<file path="config.mk">
export PLATFORM = sky130hd
export DESIGN_NAME = stereo_vol_path
export DESIGN_NICKNAME = d
export VERILOG_FILES = /design/src/rtl/svp_pkg.sv /design/src/rtl/svp_src_mux.sv /design/src/rtl/svp_chan_gain.sv /design/src/rtl/svp_lvl_mon.sv /design/src/rtl/stereo_vol_path.sv
export SDC_FILE = /design/constraint.sdc
export NUM_CORES = 2
export LEC_CHECK = 0
export ABC_AREA = 0
export BUFFER_PORTS_ARGS = -buffer_cell sky130_fd_sc_hd__buf_2
export CAP_MARGIN = 20
export CORE_AREA = 2 2 311 437
export DETAILED_ROUTE_END_ITERATION = 8
export DIE_AREA = 0 0 313 439
export PLACE_DENSITY_LB_ADDON = 0.15
export SYNTH_ARGS = -nofsm -noshare
export SYNTH_HDL_FRONTEND = slang
export SYNTH_SLANG_ARGS = --single-unit
export TNS_END_PERCENT = 100
</file>
<file path="constraint.sdc">
create_clock -name clk -period 10 [get_ports clk]
set_input_delay 1 -clock clk [delete_from_list [all_inputs] [get_ports clk]]
set_output_delay 1 -clock clk [all_outputs]
set_load 0.005 [all_outputs]
</file>
<file path="src/rtl/svp_pkg.sv">
package svp_pkg;
   localparam int VOL_W   = 8;
   localparam int FRAC_W  = 4;
   localparam int GAIN_W  = 16;
   localparam int GAIN_FB = 15;
   localparam int SEL_W   = 3;

   localparam logic [2:0] A_VOL_L  = 3'd0;
   localparam logic [2:0] A_VOL_R  = 3'd1;
   localparam logic [2:0] A_CTRL   = 3'd2;
   localparam logic [2:0] A_PEAK_L = 3'd3;
   localparam logic [2:0] A_PEAK_R = 3'd4;

   typedef struct packed {
      logic [SEL_W-1:0] src;
      logic             mute_r;
      logic             mute_l;
   } ctrl_t;

   // Gain for the fractional part of the volume code, 2^(-k/16) in Q1.15
   function automatic logic [GAIN_W-1:0] frac_gain(input logic [FRAC_W-1:0] k);
      case (k)
         4'd0:  frac_gain = 16'd32768;
         4'd1:  frac_gain = 16'd31379;
         4'd2:  frac_gain = 16'd30048;
         4'd3:  frac_gain = 16'd28774;
         4'd4:  frac_gain = 16'd27554;
         4'd5:  frac_gain = 16'd26386;
         4'd6:  frac_gain = 16'd25268;
         4'd7:  frac_gain = 16'd24196;
         4'd8:  frac_gain = 16'd23170;
         4'd9:  frac_gain = 16'd22188;
         4'd10: frac_gain = 16'd21247;
         4'd11: frac_gain = 16'd20347;
         4'd12: frac_gain = 16'd19484;
         4'd13: frac_gain = 16'd18658;
         4'd14: frac_gain = 16'd17867;
         4'd15: frac_gain = 16'd17109;
      endcase
   endfunction
endpackage

</file>
<file path="src/rtl/svp_src_mux.sv">
module svp_src_mux #(
   parameter int DATA_W  = 24,
   parameter int NUM_SRC = 5,
   parameter int SEL_W   = 3
) (
   input  logic [NUM_SRC-1:0]        vld_i,
   input  logic [NUM_SRC*DATA_W-1:0] l_i,
   input  logic [NUM_SRC*DATA_W-1:0] r_i,
   input  logic [SEL_W-1:0]          sel_i,
   output logic                      vld_o,
   output logic [DATA_W-1:0]         l_o,
   output logic [DATA_W-1:0]         r_o
);
   logic [NUM_SRC-1:0] hit;
   logic [DATA_W-1:0]  l_m [NUM_SRC];
   logic [DATA_W-1:0]  r_m [NUM_SRC];

   for (genvar i = 0; i < NUM_SRC; i++) begin : g_src
      assign hit[i] = (sel_i == SEL_W'(i));
      assign l_m[i] = l_i[i*DATA_W +: DATA_W] & {DATA_W{hit[i]}};
      assign r_m[i] = r_i[i*DATA_W +: DATA_W] & {DATA_W{hit[i]}};
   end

   always_comb begin
      l_o = '0;
      r_o = '0;
      for (int i = 0; i < NUM_SRC; i++) begin
         l_o = l_o | l_m[i];
         r_o = r_o | r_m[i];
      end
   end

   assign vld_o = |(vld_i & hit);
endmodule

</file>
<file path="src/rtl/svp_chan_gain.sv">
module svp_chan_gain
   import svp_pkg::*;
#(
   parameter int DATA_W = 24
) (
   input  logic                     clk,
   input  logic                     rst_n,
   input  logic                     vld_i,
   input  logic signed [DATA_W-1:0] smp_i,
   input  logic [VOL_W-1:0]         att_i,
   input  logic                     mute_i,
   output logic signed [DATA_W-1:0] smp_o
);
   localparam int PW = DATA_W + GAIN_W + 1;
   localparam logic signed [DATA_W-1:0] SMAX = {1'b0, {(DATA_W-1){1'b1}}};
   localparam logic signed [DATA_W-1:0] SMIN = {1'b1, {(DATA_W-1){1'b0}}};

   logic signed [PW-1:0]     smp_x, gain_x, prod, rnd, acc, scaled;
   logic [5:0]               sh;
   logic                     fits;
   logic signed [DATA_W-1:0] res;

   assign smp_x  = PW'(smp_i);
   assign gain_x = PW'(frac_gain(att_i[FRAC_W-1:0]));
   assign prod   = smp_x * gain_x;
   assign sh     = 6'(GAIN_FB) + 6'(att_i[VOL_W-1:FRAC_W]);
   assign rnd    = {{(PW-1){1'b0}}, 1'b1} << (sh - 6'd1);
   assign acc    = prod + rnd;
   assign scaled = acc >>> sh;
   assign fits   = (scaled[PW-1:DATA_W-1] == '0) || (scaled[PW-1:DATA_W-1] == '1);

   always_comb begin
      if (fits)               res = scaled[DATA_W-1:0];
      else if (scaled[PW-1])  res = SMIN;
      else                    res = SMAX;
   end

   always_ff @(posedge clk) begin
      if (!rst_n)     smp_o <= '0;
      else if (vld_i) smp_o <= mute_i ? '0 : res;
   end


   mute_zero_chk: assert property (@(posedge clk) disable iff (!rst_n)
      vld_i && mute_i |=> smp_o == '0);

   unity_gain_chk: assert property (@(posedge clk) disable iff (!rst_n)
      vld_i && !mute_i && att_i == '0 |=> smp_o == $past(smp_i));

   hold_chk: assert property (@(posedge clk) disable iff (!rst_n)
      !vld_i |=> $stable(smp_o));
endmodule

</file>
<file path="src/rtl/svp_lvl_mon.sv">
module svp_lvl_mon #(
   parameter int DATA_W   = 24,
   parameter int ZERO_RUN = 1024
) (
   input  logic                     clk,
   input  logic                     rst_n,
   input  logic                     stb_i,
   input  logic signed [DATA_W-1:0] smp_i,
   input  logic                     clr_i,
   output logic [DATA_W-1:0]        peak_o,
   output logic                     zero_o
);
   localparam int CNT_W = $clog2(ZERO_RUN + 1);
   localparam logic [CNT_W-1:0] RUN_END = CNT_W'(ZERO_RUN);
   localparam logic signed [DATA_W-1:0] SMAX = {1'b0, {(DATA_W-1){1'b1}}};
   localparam logic signed [DATA_W-1:0] SMIN = {1'b1, {(DATA_W-1){1'b0}}};

   logic [DATA_W-1:0] mag;
   logic [CNT_W-1:0]  run_q;

   always_comb begin
      if (!smp_i[DATA_W-1])  mag = smp_i;
      else if (smp_i == SMIN) mag = SMAX;
      else                   mag = -smp_i;
   end

   always_ff @(posedge clk) begin
      if (!rst_n)                     peak_o <= '0;
      else if (clr_i)                 peak_o <= stb_i ? mag : '0;
      else if (stb_i && mag > peak_o) peak_o <= mag;
   end

   always_ff @(posedge clk) begin
      if (!rst_n) run_q <= '0;
      else if (stb_i) begin
         if (smp_i != '0)           run_q <= '0;
         else if (run_q != RUN_END) run_q <= run_q + 1'b1;
      end
   end

   assign zero_o = (run_q == RUN_END);


   peak_clear_chk: assert property (@(posedge clk) disable iff (!rst_n)
      clr_i && !stb_i |=> peak_o == '0);

   peak_grow_chk: assert property (@(posedge clk) disable iff (!rst_n)
      !clr_i |=> peak_o >= $past(peak_o));

   peak_cover_chk: assert property (@(posedge clk) disable iff (!rst_n)
      stb_i |=> peak_o >= $past(mag));

   zero_drop_chk: assert property (@(posedge clk) disable iff (!rst_n)
      stb_i && smp_i != '0 |=> !zero_o);
endmodule

</file>
<file path="src/rtl/stereo_vol_path.sv">
module stereo_vol_path
   import svp_pkg::*;
#(
   parameter int DATA_W   = 24,
   parameter int NUM_SRC  = 5,
   parameter int ZERO_RUN = 1024
) (
   input  logic                      clk,
   input  logic                      rst_n,
   input  logic [NUM_SRC-1:0]        src_vld,
   input  logic [NUM_SRC*DATA_W-1:0] src_l,
   input  logic [NUM_SRC*DATA_W-1:0] src_r,
   input  logic                      reg_wr,
   input  logic                      reg_rd,
   input  logic [2:0]                reg_addr,
   input  logic [7:0]                reg_wdata,
   output logic [DATA_W-1:0]         reg_rdata,
   output logic                      out_vld,
   output logic [DATA_W-1:0]         out_l,
   output logic [DATA_W-1:0]         out_r,
   output logic [1:0]                zero_flag
);
   localparam int NUM_CH = 2;

   if (NUM_SRC < 2 || NUM_SRC > (1 << SEL_W)) begin : g_bad_src
      $error("NUM_SRC must fit the select field");
   end
   if (DATA_W < 16 || DATA_W > 32) begin : g_bad_width
      $error("DATA_W out of supported range");
   end
   if (ZERO_RUN < 1) begin : g_bad_run
      $error("ZERO_RUN must be positive");
   end

   logic [NUM_CH-1:0][VOL_W-1:0]  vol_q;
   ctrl_t                         ctrl_q;
   logic [NUM_CH-1:0]             mute_v;
   logic                          mux_vld;
   logic [NUM_CH-1:0][DATA_W-1:0] mux_smp;
   logic                          s1_vld;
   logic [NUM_CH-1:0][DATA_W-1:0] s1_smp;
   logic [NUM_CH-1:0][VOL_W-1:0]  s1_att;
   logic [NUM_CH-1:0]             s1_mute;
   logic [NUM_CH-1:0][DATA_W-1:0] peak_v;
   logic [NUM_CH-1:0][DATA_W-1:0] out_v;
   logic [NUM_CH-1:0]             clr_v;

   always_ff @(posedge clk) begin
      if (!rst_n) begin
         vol_q  <= '0;
         ctrl_q <= '{src: '0, mute_r: 1'b1, mute_l: 1'b1};
      end else if (reg_wr) begin
         case (reg_addr)
            A_VOL_L: vol_q[0] <= reg_wdata;
            A_VOL_R: vol_q[1] <= reg_wdata;
            A_CTRL:  ctrl_q   <= ctrl_t'(reg_wdata[SEL_W+1:0]);
            default: ;
         endcase
      end
   end

   assign mute_v = {ctrl_q.mute_r, ctrl_q.mute_l};

   svp_src_mux #(.DATA_W(DATA_W), .NUM_SRC(NUM_SRC), .SEL_W(SEL_W)) u_mux (
      .vld_i (src_vld),
      .l_i   (src_l),
      .r_i   (src_r),
      .sel_i (ctrl_q.src),
      .vld_o (mux_vld),
      .l_o   (mux_smp[0]),
      .r_o   (mux_smp[1])
   );

   // snapshot of sample and settings at the strobe
   always_ff @(posedge clk) begin
      if (!rst_n) begin
         s1_vld  <= 1'b0;
         s1_smp  <= '0;
         s1_att  <= '0;
         s1_mute <= '1;
      end else begin
         s1_vld <= mux_vld;
         if (mux_vld) begin
            s1_smp  <= mux_smp;
            s1_att  <= vol_q;
            s1_mute <= mute_v;
         end
      end
   end

   assign clr_v[0] = reg_rd && (reg_addr == A_PEAK_L);
   assign clr_v[1] = reg_rd && (reg_addr == A_PEAK_R);

   for (genvar ch = 0; ch < NUM_CH; ch++) begin : g_ch
      svp_chan_gain #(.DATA_W(DATA_W)) u_gain (
         .clk    (clk),
         .rst_n  (rst_n),
         .vld_i  (s1_vld),
         .smp_i  ($signed(s1_smp[ch])),
         .att_i  (s1_att[ch]),
         .mute_i (s1_mute[ch]),
         .smp_o  (out_v[ch])
      );
      svp_lvl_mon #(.DATA_W(DATA_W), .ZERO_RUN(ZERO_RUN)) u_mon (
         .clk    (clk),
         .rst_n  (rst_n),
         .stb_i  (mux_vld),
         .smp_i  ($signed(mux_smp[ch])),
         .clr_i  (clr_v[ch]),
         .peak_o (peak_v[ch]),
         .zero_o (zero_flag[ch])
      );
   end

   always_ff @(posedge clk) begin
      if (!rst_n) out_vld <= 1'b0;
      else        out_vld <= s1_vld;
   end

   assign out_l = out_v[0];
   assign out_r = out_v[1];

   always_ff @(posedge clk) begin
      if (!rst_n) reg_rdata <= '0;
      else if (reg_rd) begin
         case (reg_addr)
            A_VOL_L:  reg_rdata <= DATA_W'(vol_q[0]);
            A_VOL_R:  reg_rdata <= DATA_W'(vol_q[1]);
            A_CTRL:   reg_rdata <= DATA_W'(ctrl_q);
            A_PEAK_L: reg_rdata <= peak_v[0];
            A_PEAK_R: reg_rdata <= peak_v[1];
            default:  reg_rdata <= '0;
         endcase
      end
   end


   latency_chk: assert property (@(posedge clk) disable iff (!rst_n)
      s1_vld |=> out_vld);

   no_spur_chk: assert property (@(posedge clk) disable iff (!rst_n)
      !s1_vld |=> !out_vld);

   sel_range_chk: assert property (@(posedge clk) disable iff (!rst_n)
      32'(ctrl_q.src) >= NUM_SRC |-> !mux_vld);
endmodule

</file>
==> results.py <==
metrics = {
    "run": {
        "maxCapViolations": 0,
    },
    "critical_path": {
        "regToRegSetupSlack_ns": 0.42,
        "worstPathRequired_ns": 10.52,
        "regToRegEndpoint": "g_ch[1].u_gain.smp_o[0]",
        "max_stage_delay_ns": 0.61,
        "crit_path_start": "s1_att[14]",
        "endpoint": "g_ch[1].u_gain.smp_o[0]",
        "worstPathArrival_ns": 10.10,
        "path_max_fanout": 23,
        "regToRegStartpoint": "s1_att[14]",
        "slowest_stage": "or3_1",
        "critPathMostFrequentCell": "fa_1",
        "crit_path_start_kind": "register",
        "path_class": "reg -> reg",
        "endpoint_kind": "register",
        "rr_worst_depth": 28,
    },
    "floorplanning": {
        "io-pin-count": 335,
        "die_w_um": 313,
        "num_rows": 159,
        "start_util_pct": 39.79,
        "die_h_um": 439,
        "coreArea_um2": 133500,
        "die_area_um2": 137400,
    },
    "status": {
        "run_status": "finished, final reports clean",
    },
    "timing": {
        "slew_headroom_pct": 24.13,
        "fin_ws_ns": 0.4248,
        "period_share_pct": 95.75,
        "tightest_slew_ns": 1.137,
        "hold_ws_ns": 0.4645,
        "slew_violations": 0,
        "layout_min_cycle_time_ns": 9.575,
        "fmax_ghz": 0.1044,
        "hold_violations": 0,
        "fin_worst_skew_ns": 0.01515,
        "finalSetupViolations": 0,
    },
    "detailed_routing": {
        "post_drt_wl_per_cell_um": 22.61,
        "drt_first_iter_violations": 2822,
        "routed_wl_mm": 193.7,
        "route.detailed.drc": 0,
        "ant_nets": 0,
        "first_pass_iters": 6,
        "num_vias": 46447,
        "viasPerCell": 5.422,
    },
    "synthesis": {
        "synth_area_per_cell_um2": 8.093,
        "syn_inst": 6563,
        "synthArstFlopShare_pct": 0,
        "synth_edf_count": 0,
        "ys_types": 117,
        "synth.top_cell.area_share_pct": 32.19,
        "synth_area_um2": 53120,
        "ys_warn_count": 0,
        "synth_top_cell_by_area": "fa_1",
        "synth_area_leaders": "fa_1 32%, dfxtp_1 9.9%, inv_1 9.3%",
        "ys_seq_elements": 263,
        "synthFlopType": "dfxtp_1",
        "yosysSeqAreaShare_pct": 9.912,
    },
    "pwr": {
        "p_sw_mw": 2.486,
        "p_comb_share_pct": 54.0,
        "switching_share_pct": 47.19,
        "p_seq_share_pct": 24.0,
        "p_int_mw": 2.783,
        "powerDensity_nw_per_um2": 90.39,
        "p_leak_nw": 27.90,
        "p_clk_share_pct": 22.0,
        "peakVddDrop_mv": 0.09259,
    },
    "placed_design": {
        "dp.cells": 8500,
        "post-place-ws_ns": 0.2816,
        "place_area_um2": 57180,
        "dp.final_hpwl_mm": 164.1,
        "portBuffers": 334,
        "gp_congestion": 0.9731,
    },
    "global_route": {
        "grt_pass1_vias": 48440,
        "grt_pass1_wl_mm": 294.0,
        "grt_max_degree": 116,
        "grt_usage_pct": 27.99,
        "antenna_found_initial": 19,
        "grt_overflow": 0,
    },
    "clock_tree": {
        "cts.sinks": 263,
        "clk_latency_ns": 0.64,
        "h-tree-depth": 1,
        "cts_tree": "yes",
        "numCtsBuffers": 30,
        "clk_path_buf_depth": 3,
        "clock-root-buffer": "clkbuf_16",
        "path_clk_slew_ns": 0.07,
    },
    "layout": {
        "layout.nets": 8162,
        "final_cell_mix": "1313 x inv_1, 938 x nand2_1, 854 x fa_1",
        "final_cell_area_um2": 58290,
        "layout_commonest_cell": "inv_1",
        "syn_to_final_growth_pct": 9.738,
        "drive_gt1_share_pct": 11.10,
        "stdcell_count": 8566,
        "fill_cells": 13664,
    },
    "worst_hold_path": {
        "min-delay-start": "g_ch[1].u_gain.smp_o[23]",
        "worstHoldPathType": "reg -> reg",
    },
}
metrics by stage:
step	utilization [%]	power [mW]	TNS, ns
after floorplan	-	3.075	0
after global placement	42.83	4.084	0
after detailed placement	42.83	4.086	0
after CTS	43.58	5.262	0
after global routing	43.66	5.603	-0.001551
final	43.67	5.269	0
critical path: cells and delay by family, from the launching register on:
kind	cells	cell delay [ns]
fa+ha+maj	6	3.00
simple gates	7	2.84
compound gates	9	2.31
buf+inv	5	0.48
flops	1	0.45
xor+xnor	1	0.36
per-layer routing:
metal / vias up / track usage [%] / routed length [µm] / part of all wire [%]
met5: - / 0 / 57 / 0.029
met4: 8 / 12.25 / 10020 / 5.2
met3: 367 / 2.049 / 7657 / 4.0
met2: 1367 / 52.95 / 102100 / 53
met1: 23382 / 32.02 / 73810 / 38
li1: 21323 / - / - / -
cell usage after synthesis, drive strengths merged (12+ instances only):
cell,number
a2111oi,12
a211o,21
a211oi,120
a21o,42
a21oi,273
a221oi,17
a22oi,60
a31oi,28
and2,245
and3,53
buf,73
clkbuf,307
dfxtp,263
fa,854
ha,285
inv,1316
mux2,27
mux2i,171
mux4,25
nand2,939
nand2b,25
nand3,89
nand4,48
nor2,424
nor2b,30
nor3,65
nor4,20
o211ai,62
o21a,40
o21ai,153
o221ai,15
o22a,24
o22ai,30
o311ai,30
o31ai,13
or2,12
or3,26
xnor2,78
xor2,61
cell type report:
type	count	area (µm²)	share of cell area [%]
clock inverters	16	181.4	0.3113
diodes	10	25.02	0.04293
multi-input cells	4617	41610	71.39
well taps	1771	2216	3.802
inverters	1317	4946	8.485
flip-flops and latches	263	5276	9.052
repair buffers	534	3213	5.512
clock buffers	38	820.8	1.408
worst min-delay path by stage:
stage / end / cells past startpoint / slack, ns
floorplan: g_ch[0].u_gain.smp_o[7] / 2 / 0.44
global placement: g_ch[0].u_gain.smp_o[21] / 2 / 0.45
detailed placement: g_ch[1].u_gain.smp_o[23] / 2 / 0.46
CTS: g_ch[1].u_gain.smp_o[23] / 2 / 0.47
global route: g_ch[1].u_gain.smp_o[23] / 2 / 0.50
finish: g_ch[1].u_gain.smp_o[23] / 2 / 0.46
kinds of logic after synthesis:
group / after synthesis / synth area share, %
mux: 223 / 4.855
simple gates: 2016 / 17.28
buf+inv: 1697 / 12.18
fa+ha+maj: 1139 / 38.90
xor+xnor: 139 / 2.292
compound gates: 1084 / 14.56
other cells: 2 / 0.01414
flops: 263 / 9.912
sequential cells by signal, summed over array words and instances (netlist names):
register / cells
s1_mute: 2
g_ch.u_gain.smp_o: 48
out_vld: 1
vol_q: 16
ctrl_q: 5
s1_smp: 48
s1_vld: 1
s1_att: 16
reg_rdata: 24
g_ch.u_gain.gain_x: 32
g_ch.u_mon.peak_o: 48
g_ch.u_mon.run_q: 22
timing repair:
action | CTS | global route
endpoints found under the setup margin | 0 | 37
hold buffers | 0 | 0
setup buffers | 0 | 0
resized for setup | 0 | 12
power by group through the flow:
| stage | clock [mW] | combinational (mW) | sequential, mW |
|---|---|---|---|
| 2_1_floorplan | 0 | 1.91 | 1.17 |
| 3_3_place_gp | 0 | 2.80 | 1.28 |
| 3_5_place_dp | 0 | 2.80 | 1.29 |
| 4_1_cts | 1.19 | 2.81 | 1.26 |
| 5_1_grt | 1.22 | 3.11 | 1.27 |
| 6_report | 1.16 | 2.84 | 1.26 |
(Power assumes the default switching activity.)
